$ cat config.mk
export PLATFORM = sky130hd
export DESIGN_NAME = prb_bank
export DESIGN_NICKNAME = d
export VERILOG_FILES = /design/src/rtl/prb_pkg.sv /design/src/rtl/prb_page.sv /design/src/rtl/prb_ctrl_regs.sv /design/src/rtl/prb_sensor_rd.sv /design/src/rtl/prb_bank.sv
export SDC_FILE = /design/constraint.sdc
export NUM_CORES = 1
export LEC_CHECK = 0
export ABC_AREA = 1
export BUFFER_PORTS_ARGS = -buffer_cell sky130_fd_sc_hd__buf_2
export CAP_MARGIN = 0
export CORE_UTILIZATION = 50
export CTS_CLUSTER_DIAMETER = 120
export DETAILED_ROUTE_END_ITERATION = 8
export PLACE_DENSITY = 0.79
export SETUP_SLACK_MARGIN = 0.02
export SLEW_MARGIN = 20
export SYNTH_ARGS = -nofsm -noshare
export SYNTH_HDL_FRONTEND = slang
export SYNTH_SLANG_ARGS = --single-unit
export TNS_END_PERCENT = 5
$ cat constraint.sdc
create_clock -name clk -period 2.1 [get_ports clk]
set_clock_uncertainty 0.15 [all_clocks]
set_input_delay 0.42 -clock clk [delete_from_list [all_inputs] [get_ports clk]]
set_output_delay 0.42 -clock clk [all_outputs]
set_load 0.02 [all_outputs]
$ cat src/rtl/prb_pkg.sv
package prb_pkg;
  localparam int ADR_STATUS = 'h2E;
  localparam int DRDY_BIT   = 6;
  localparam int ADR_TEMP   = 'h30;
  localparam int ADR_RATE   = 'h32;
  localparam int ADR_CHIP1  = 'h49;
  localparam int ADR_CHIP2  = 'h4A;
  localparam int CHIP1_VAL  = 'h41;
  localparam int CHIP2_VAL  = 'h01;
  localparam int ADR_FID    = 'h4C;
  localparam int NUM_CTRL   = 5;

  // control byte order: source select, sync control, divider low, divider high, bandwidth
  function automatic int ctrl_adr(input int idx);
    case (idx)
      0:       return 'h59;
      1:       return 'h6A;
      2:       return 'h6B;
      3:       return 'h6C;
      default: return 'h6D;
    endcase
  endfunction
endpackage

$ cat src/rtl/prb_page.sv
module prb_page #(
  parameter int OFS_W = 6,
  localparam int ABS_W = OFS_W + 1
) (
  input  logic             clk,
  input  logic             rst,
  input  logic [OFS_W-1:0] ofs_i,
  input  logic             wr_i,
  input  logic             wbit_i,
  output logic             page_o,
  output logic             sel_hit_o,
  output logic [ABS_W-1:0] abs_o
);
  logic page_q;

  assign sel_hit_o = &ofs_i;
  assign abs_o     = {page_q, ofs_i};
  assign page_o    = page_q;

  always_ff @(posedge clk) begin
    if (rst)
      page_q <= 1'b0;
    else if (wr_i && sel_hit_o)
      page_q <= wbit_i;
  end
endmodule

$ cat src/rtl/prb_ctrl_regs.sv
module prb_ctrl_regs
  import prb_pkg::*;
#(
  parameter int DW    = 8,
  parameter int ABS_W = 7
) (
  input  logic             clk,
  input  logic             rst,
  input  logic             wr_i,
  input  logic [ABS_W-1:0] abs_i,
  input  logic [DW-1:0]    wdata_i,
  output logic [DW-1:0]    rd_data_o,
  output logic [DW-1:0]    src_sel_o,
  output logic [DW-1:0]    sync_ctrl_o,
  output logic [2*DW-1:0]  sync_div_o,
  output logic [DW-1:0]    bw_ctrl_o
);
  logic [DW-1:0] regs_q [NUM_CTRL];

  for (genvar g = 0; g < NUM_CTRL; g++) begin : g_reg
    always_ff @(posedge clk) begin
      if (rst)
        regs_q[g] <= '0;
      else if (wr_i && abs_i == ABS_W'(ctrl_adr(g)))
        regs_q[g] <= wdata_i;
    end
  end

  always_comb begin
    rd_data_o = '0;
    for (int k = 0; k < NUM_CTRL; k++)
      if (abs_i == ABS_W'(ctrl_adr(k)))
        rd_data_o = regs_q[k];
  end

  assign src_sel_o   = regs_q[0];
  assign sync_ctrl_o = regs_q[1];
  assign sync_div_o  = {regs_q[3], regs_q[2]};
  assign bw_ctrl_o   = regs_q[4];
endmodule

$ cat src/rtl/prb_sensor_rd.sv
module prb_sensor_rd
  import prb_pkg::*;
#(
  parameter int DW         = 8,
  parameter int ABS_W      = 7,
  parameter int RATE_W     = 24,
  parameter int TEMP_W     = 16,
  parameter int ID_BYTES   = 6,
  parameter logic [ID_BYTES*DW-1:0] FACTORY_ID = '0,
  localparam int RATE_BYTES = RATE_W / DW,
  localparam int TEMP_BYTES = TEMP_W / DW
) (
  input  logic              clk,
  input  logic              rst,
  input  logic              rd_i,
  input  logic [ABS_W-1:0]  abs_i,
  input  logic              drdy_i,
  input  logic [RATE_W-1:0] rate_i,
  input  logic [TEMP_W-1:0] temp_i,
  output logic [DW-1:0]     rd_data_o
);
  logic [RATE_W-1:DW] shadow_q;
  logic [RATE_W-1:0]  rate_view;

  // upper rate bytes captured on a read of the low byte
  always_ff @(posedge clk) begin
    if (rst)
      shadow_q <= '0;
    else if (rd_i && abs_i == ABS_W'(ADR_RATE))
      shadow_q <= rate_i[RATE_W-1:DW];
  end

  assign rate_view = {shadow_q, rate_i[DW-1:0]};

  always_comb begin
    rd_data_o = '0;
    if (abs_i == ABS_W'(ADR_STATUS))
      rd_data_o[DRDY_BIT] = drdy_i;
    if (abs_i == ABS_W'(ADR_CHIP1))
      rd_data_o = DW'(CHIP1_VAL);
    if (abs_i == ABS_W'(ADR_CHIP2))
      rd_data_o = DW'(CHIP2_VAL);
    for (int k = 0; k < TEMP_BYTES; k++)
      if (abs_i == ABS_W'(ADR_TEMP + k))
        rd_data_o = temp_i[k*DW +: DW];
    for (int k = 0; k < RATE_BYTES; k++)
      if (abs_i == ABS_W'(ADR_RATE + k))
        rd_data_o = rate_view[k*DW +: DW];
    for (int k = 0; k < ID_BYTES; k++)
      if (abs_i == ABS_W'(ADR_FID + k))
        rd_data_o = FACTORY_ID[k*DW +: DW];
  end
endmodule

$ cat src/rtl/prb_bank.sv
module prb_bank #(
  parameter int OFS_W    = 6,
  parameter int DW       = 8,
  parameter int RATE_W   = 24,
  parameter int TEMP_W   = 16,
  parameter int ID_BYTES = 6,
  parameter logic [ID_BYTES*DW-1:0] FACTORY_ID = 48'h0605_0403_0201,
  localparam int ABS_W = OFS_W + 1
) (
  input  logic              clk,
  input  logic              rst,
  input  logic [OFS_W-1:0]  ofs_i,
  input  logic              wr_i,
  input  logic              rd_i,
  input  logic [DW-1:0]     wdata_i,
  output logic [DW-1:0]     rdata_o,
  input  logic              drdy_i,
  input  logic [RATE_W-1:0] rate_i,
  input  logic [TEMP_W-1:0] temp_i,
  output logic [DW-1:0]     src_sel_o,
  output logic [DW-1:0]     sync_ctrl_o,
  output logic [2*DW-1:0]   sync_div_o,
  output logic [DW-1:0]     bw_ctrl_o
);
  logic             page_q;
  logic             sel_hit;
  logic [ABS_W-1:0] abs_adr;
  logic [DW-1:0]    ctrl_data;
  logic [DW-1:0]    sens_data;

  prb_page #(.OFS_W(OFS_W)) u_page (
    .clk       (clk),
    .rst       (rst),
    .ofs_i     (ofs_i),
    .wr_i      (wr_i),
    .wbit_i    (wdata_i[0]),
    .page_o    (page_q),
    .sel_hit_o (sel_hit),
    .abs_o     (abs_adr)
  );

  prb_ctrl_regs #(.DW(DW), .ABS_W(ABS_W)) u_ctrl (
    .clk         (clk),
    .rst         (rst),
    .wr_i        (wr_i),
    .abs_i       (abs_adr),
    .wdata_i     (wdata_i),
    .rd_data_o   (ctrl_data),
    .src_sel_o   (src_sel_o),
    .sync_ctrl_o (sync_ctrl_o),
    .sync_div_o  (sync_div_o),
    .bw_ctrl_o   (bw_ctrl_o)
  );

  prb_sensor_rd #(
    .DW(DW), .ABS_W(ABS_W), .RATE_W(RATE_W), .TEMP_W(TEMP_W),
    .ID_BYTES(ID_BYTES), .FACTORY_ID(FACTORY_ID)
  ) u_sens (
    .clk       (clk),
    .rst       (rst),
    .rd_i      (rd_i),
    .abs_i     (abs_adr),
    .drdy_i    (drdy_i),
    .rate_i    (rate_i),
    .temp_i    (temp_i),
    .rd_data_o (sens_data)
  );

  always_ff @(posedge clk) begin
    if (rst)
      rdata_o <= '0;
    else if (rd_i)
      rdata_o <= sel_hit ? DW'(page_q) : (ctrl_data | sens_data);
  end
endmodule

==> impl_metrics.yaml <==
run_status:
  status: "complete, no violations"
yosys:
  synth_top_family_by_area: "simple AND/OR/NAND/NOR gates"
  synth_top_flop_cell: "edfxtp_1"
  yosys.area_share.adder: 0
  yosys.area_share.simple: 0.338
  synthArstFlopShare: 0
  netlist_instances: 405
  syn_nets: 464
  synth_compound_area_frac: 0.0840
  synthMuxAreaShare: 0
  synth.cell_area_mm2: 0.00322
  yosysWarnings: 0
  synthXorXnorAreaFrac: 0
  synth_area_leaders: "edfxtp_1 (37%), dfxtp_1 (16%), nand2_1 (14%)"
  synth_top_area_share: 0.373
  yosysUniqueCellTypes: 25
  post_synth_most_frequent_cells: "nand2_1 (119), nor2_1 (61), edfxtp_1 (40)"
  synth-edff-count: 40
  synth-seq-area-share: 0.529
  synth_top_area_cell: "edfxtp_1"
  synth_seq_cells: 65
  synth_area_per_cell_um2: 7.95
  yosysMostFrequentCell: "nand2_1"
layout:
  multiInputGateArea_mm2: 0.00136
  regArea_mm2: 0.00170
  utilization: 0.674
  diodes: 0
  drive_gt1_frac: 0.280
  nets: 583
  area_growth_pct: 27.0
  fill_cells: 548
drt:
  drcViolationCount: 0
  routed_wl_mm: 9.29
  drtIter0Drc: 258
  viasPerCell: 5.48
  antenna_left: 0
  num_vias: 3308
  routedWlPerCell_um: 15.4
  drtPass1Iterations: 5
power:
  max-vdd-ir-drop_mv: 0.615
  swShare: 0.244
  power_density_mw_per_mm2: 646
  p_clk_frac: 0.374
  power_switching_w: 0.000645
  p_int_w: 0.00200
  seqPwrFrac: 0.531
  pwr-share-comb: 0.095
  leakagePower_nw: 1.87
timing:
  finalHoldViolCount: 0
  finalSetupViolations: 0
  finalCritPeriodShare: 0.912
  rsz0062_at_grt: "false"
  fmax_mhz: 522
  slew_headroom: 0.705
  max_slew.worst_pin.slew_ps: 441
  drv_slew: 0
  setup_tns_ps: 0
  final.min_clock_period_ps: 1920
placed_design:
  dp_hpwl_mm: 7.21
  portBuffers: 106
  gp_congestion: 0.917
global_route:
  overflow: 0
  grtUsageTotal: 0.283
  grt_pass1_vias: 2910
  grt_start_max_net_pins: 23
  antenna_found_initial: 0
  grt_pass1_wl_mm: 13.9
cts:
  numCtsBuffers: 9
  h-tree-depth: 3
  cts_sinks: 65
  holdBufCountCts: 0
  cts_setup_buffers: 0
  cts-root-buf: "clkbuf_8"
  clockBufferDepth: 2
  clk_pin_slew_ps: 70
  cts_tree: "yes"
  cts_resized: 0
  clkLatencyLatePin_ps: 330
floorplan:
  fp.dieArea_mm2: 0.00676
  start_util: 0.531
  core_mm2: 0.00606
  dieWidth_um: 82.2
  ioPinCount: 107
  row_count: 28
  die_y_um: 82.2
flow_run:
  maxCapViolCount: 0
worst_setup_path:
  required_ps: 2120
  cp-start-kind: "register"
  arrival_ps: 1940
  end_kind: "register"
  cp_max_fo: 8
  criticalPathCategory: "register to register"
hold_path:
  hold_path_class: "primary input to register"
## routing by layer
metal / track usage / up-vias / share of wire
li1: - / 1599 / -
met2: 0.457 / 159 / 0.49
met3: 0.0385 / 15 / 0.077
met4: 0.107 / 0 / 0.016
met5: 0 / - / 0
met1: 0.388 / 1535 / 0.42
## layout by cell type (no fill, tap or decap)
| master | Yosys | routed |
|---|---|---|
| nand2_1 | 119 | 119 |
| buf_2 | 3 | 106 |
| nor2_1 | 61 | 61 |
| edfxtp_1 | 40 | 40 |
| nand3_1 | 38 | 38 |
| a21oi_1 | 30 | 30 |
| inv_1 | 27 | 27 |
| dfxtp_1 | 25 | 25 |
| nand4_1 | 13 | 13 |
| o21ai_0 | 11 | 11 |
| buf_4 | 0 | 11 |
| clkbuf_8 | 0 | 10 |
| nor2_2 | 5 | 5 |
| o22ai_1 | 5 | 5 |
| inv_2 | 4 | 4 |
| o21ai_1 | 4 | 4 |
| nor3_1 | 3 | 3 |
| clkbuf_1 | 7 | 3 |
| nor2_4 | 2 | 2 |
| clkinv_2 | 0 | 2 |
| nand3_2 | 1 | 1 |
| nand2_2 | 1 | 1 |
| nand3_4 | 1 | 1 |
| a31oi_1 | 1 | 1 |
| nor3_4 | 1 | 1 |
| nand4_2 | 1 | 1 |
| nor3_2 | 1 | 1 |
| o21a_1 | 1 | 1 |
| clkbuf_16 | 0 | 1 |
| buf_12 | 0 | 1 |
## critical path, stage by stage, from the launching register on
cell,delay (ps)
dfxtp_1,460
nand3_2,180
nor3_1,350
nand3_1,400
nor2_1,220
## path summary, 6_finish.rpt
path / start / end / slack [ps] / depth (start not counted)
hold / removal: rate_i[15] / u_sens.shadow_q[15] / 210 / 3
setup reg to reg: u_page.page_o / u_ctrl.regs_q[2][2] / 180 / 4
hold reg to reg: u_sens.shadow_q[11] / u_sens.shadow_q[11] / 300 / 2
setup / recovery: u_page.page_o / u_ctrl.regs_q[2][2] / 180 / 4
## flip-flops by register name (all words and copies together), names as in the netlist
name / flops
rdata_o: 8
u_sens.shadow_q: 16
u_ctrl.regs_q: 40
u_page.page_o: 1
## cells by family (layout without fill, tap and decap cells)
kind of cell | Yosys count | after routing
AOI/OAI and AO/OA | 52 | 52
buffers and inverters | 41 | 165
DFF | 65 | 65
and+or+nand+nor | 247 | 247
## final cells by class
type | instances | share of cell area
Sequential cell | 65 | 0.416
Multi-Input combinational cell | 299 | 0.332
Tap cell | 75 | 0.0230
Clock buffer | 14 | 0.0425
Inverter | 31 | 0.0285
Clock inverter | 2 | 0.00245
Timing Repair Buffer | 118 | 0.155
## metrics by stage
stage | area [µm²] | worst slack, ps | std cells | hold slack, ps | total power [W]
after floorplan | 3220 | 406 | 405 | 275 | 0.00155
after global placement | 3900 | 54.1 | 588 | 283 | 0.00167
after CTS | 4090 | 209 | 604 | 196 | 0.00264
final | 4090 | 184 | 604 | 205 | 0.00264
after global routing | 4090 | 33.7 | 604 | 210 | 0.00272
after detailed placement | 3900 | 19.6 | 588 | 291 | 0.00168
## power by group through the flow
stage	registers, W	logic [W]	clock network (W)
6_report	0.00140	0.000251	0.000988
5_1_grt	0.00140	0.000272	0.00104
4_1_cts	0.00140	0.000250	0.000991
3_5_place_dp	0.00143	0.000248	0
3_3_place_gp	0.00143	0.000245	0
2_1_floorplan	0.00146	0.0000843	0
Power figures use the tool's default switching activity.
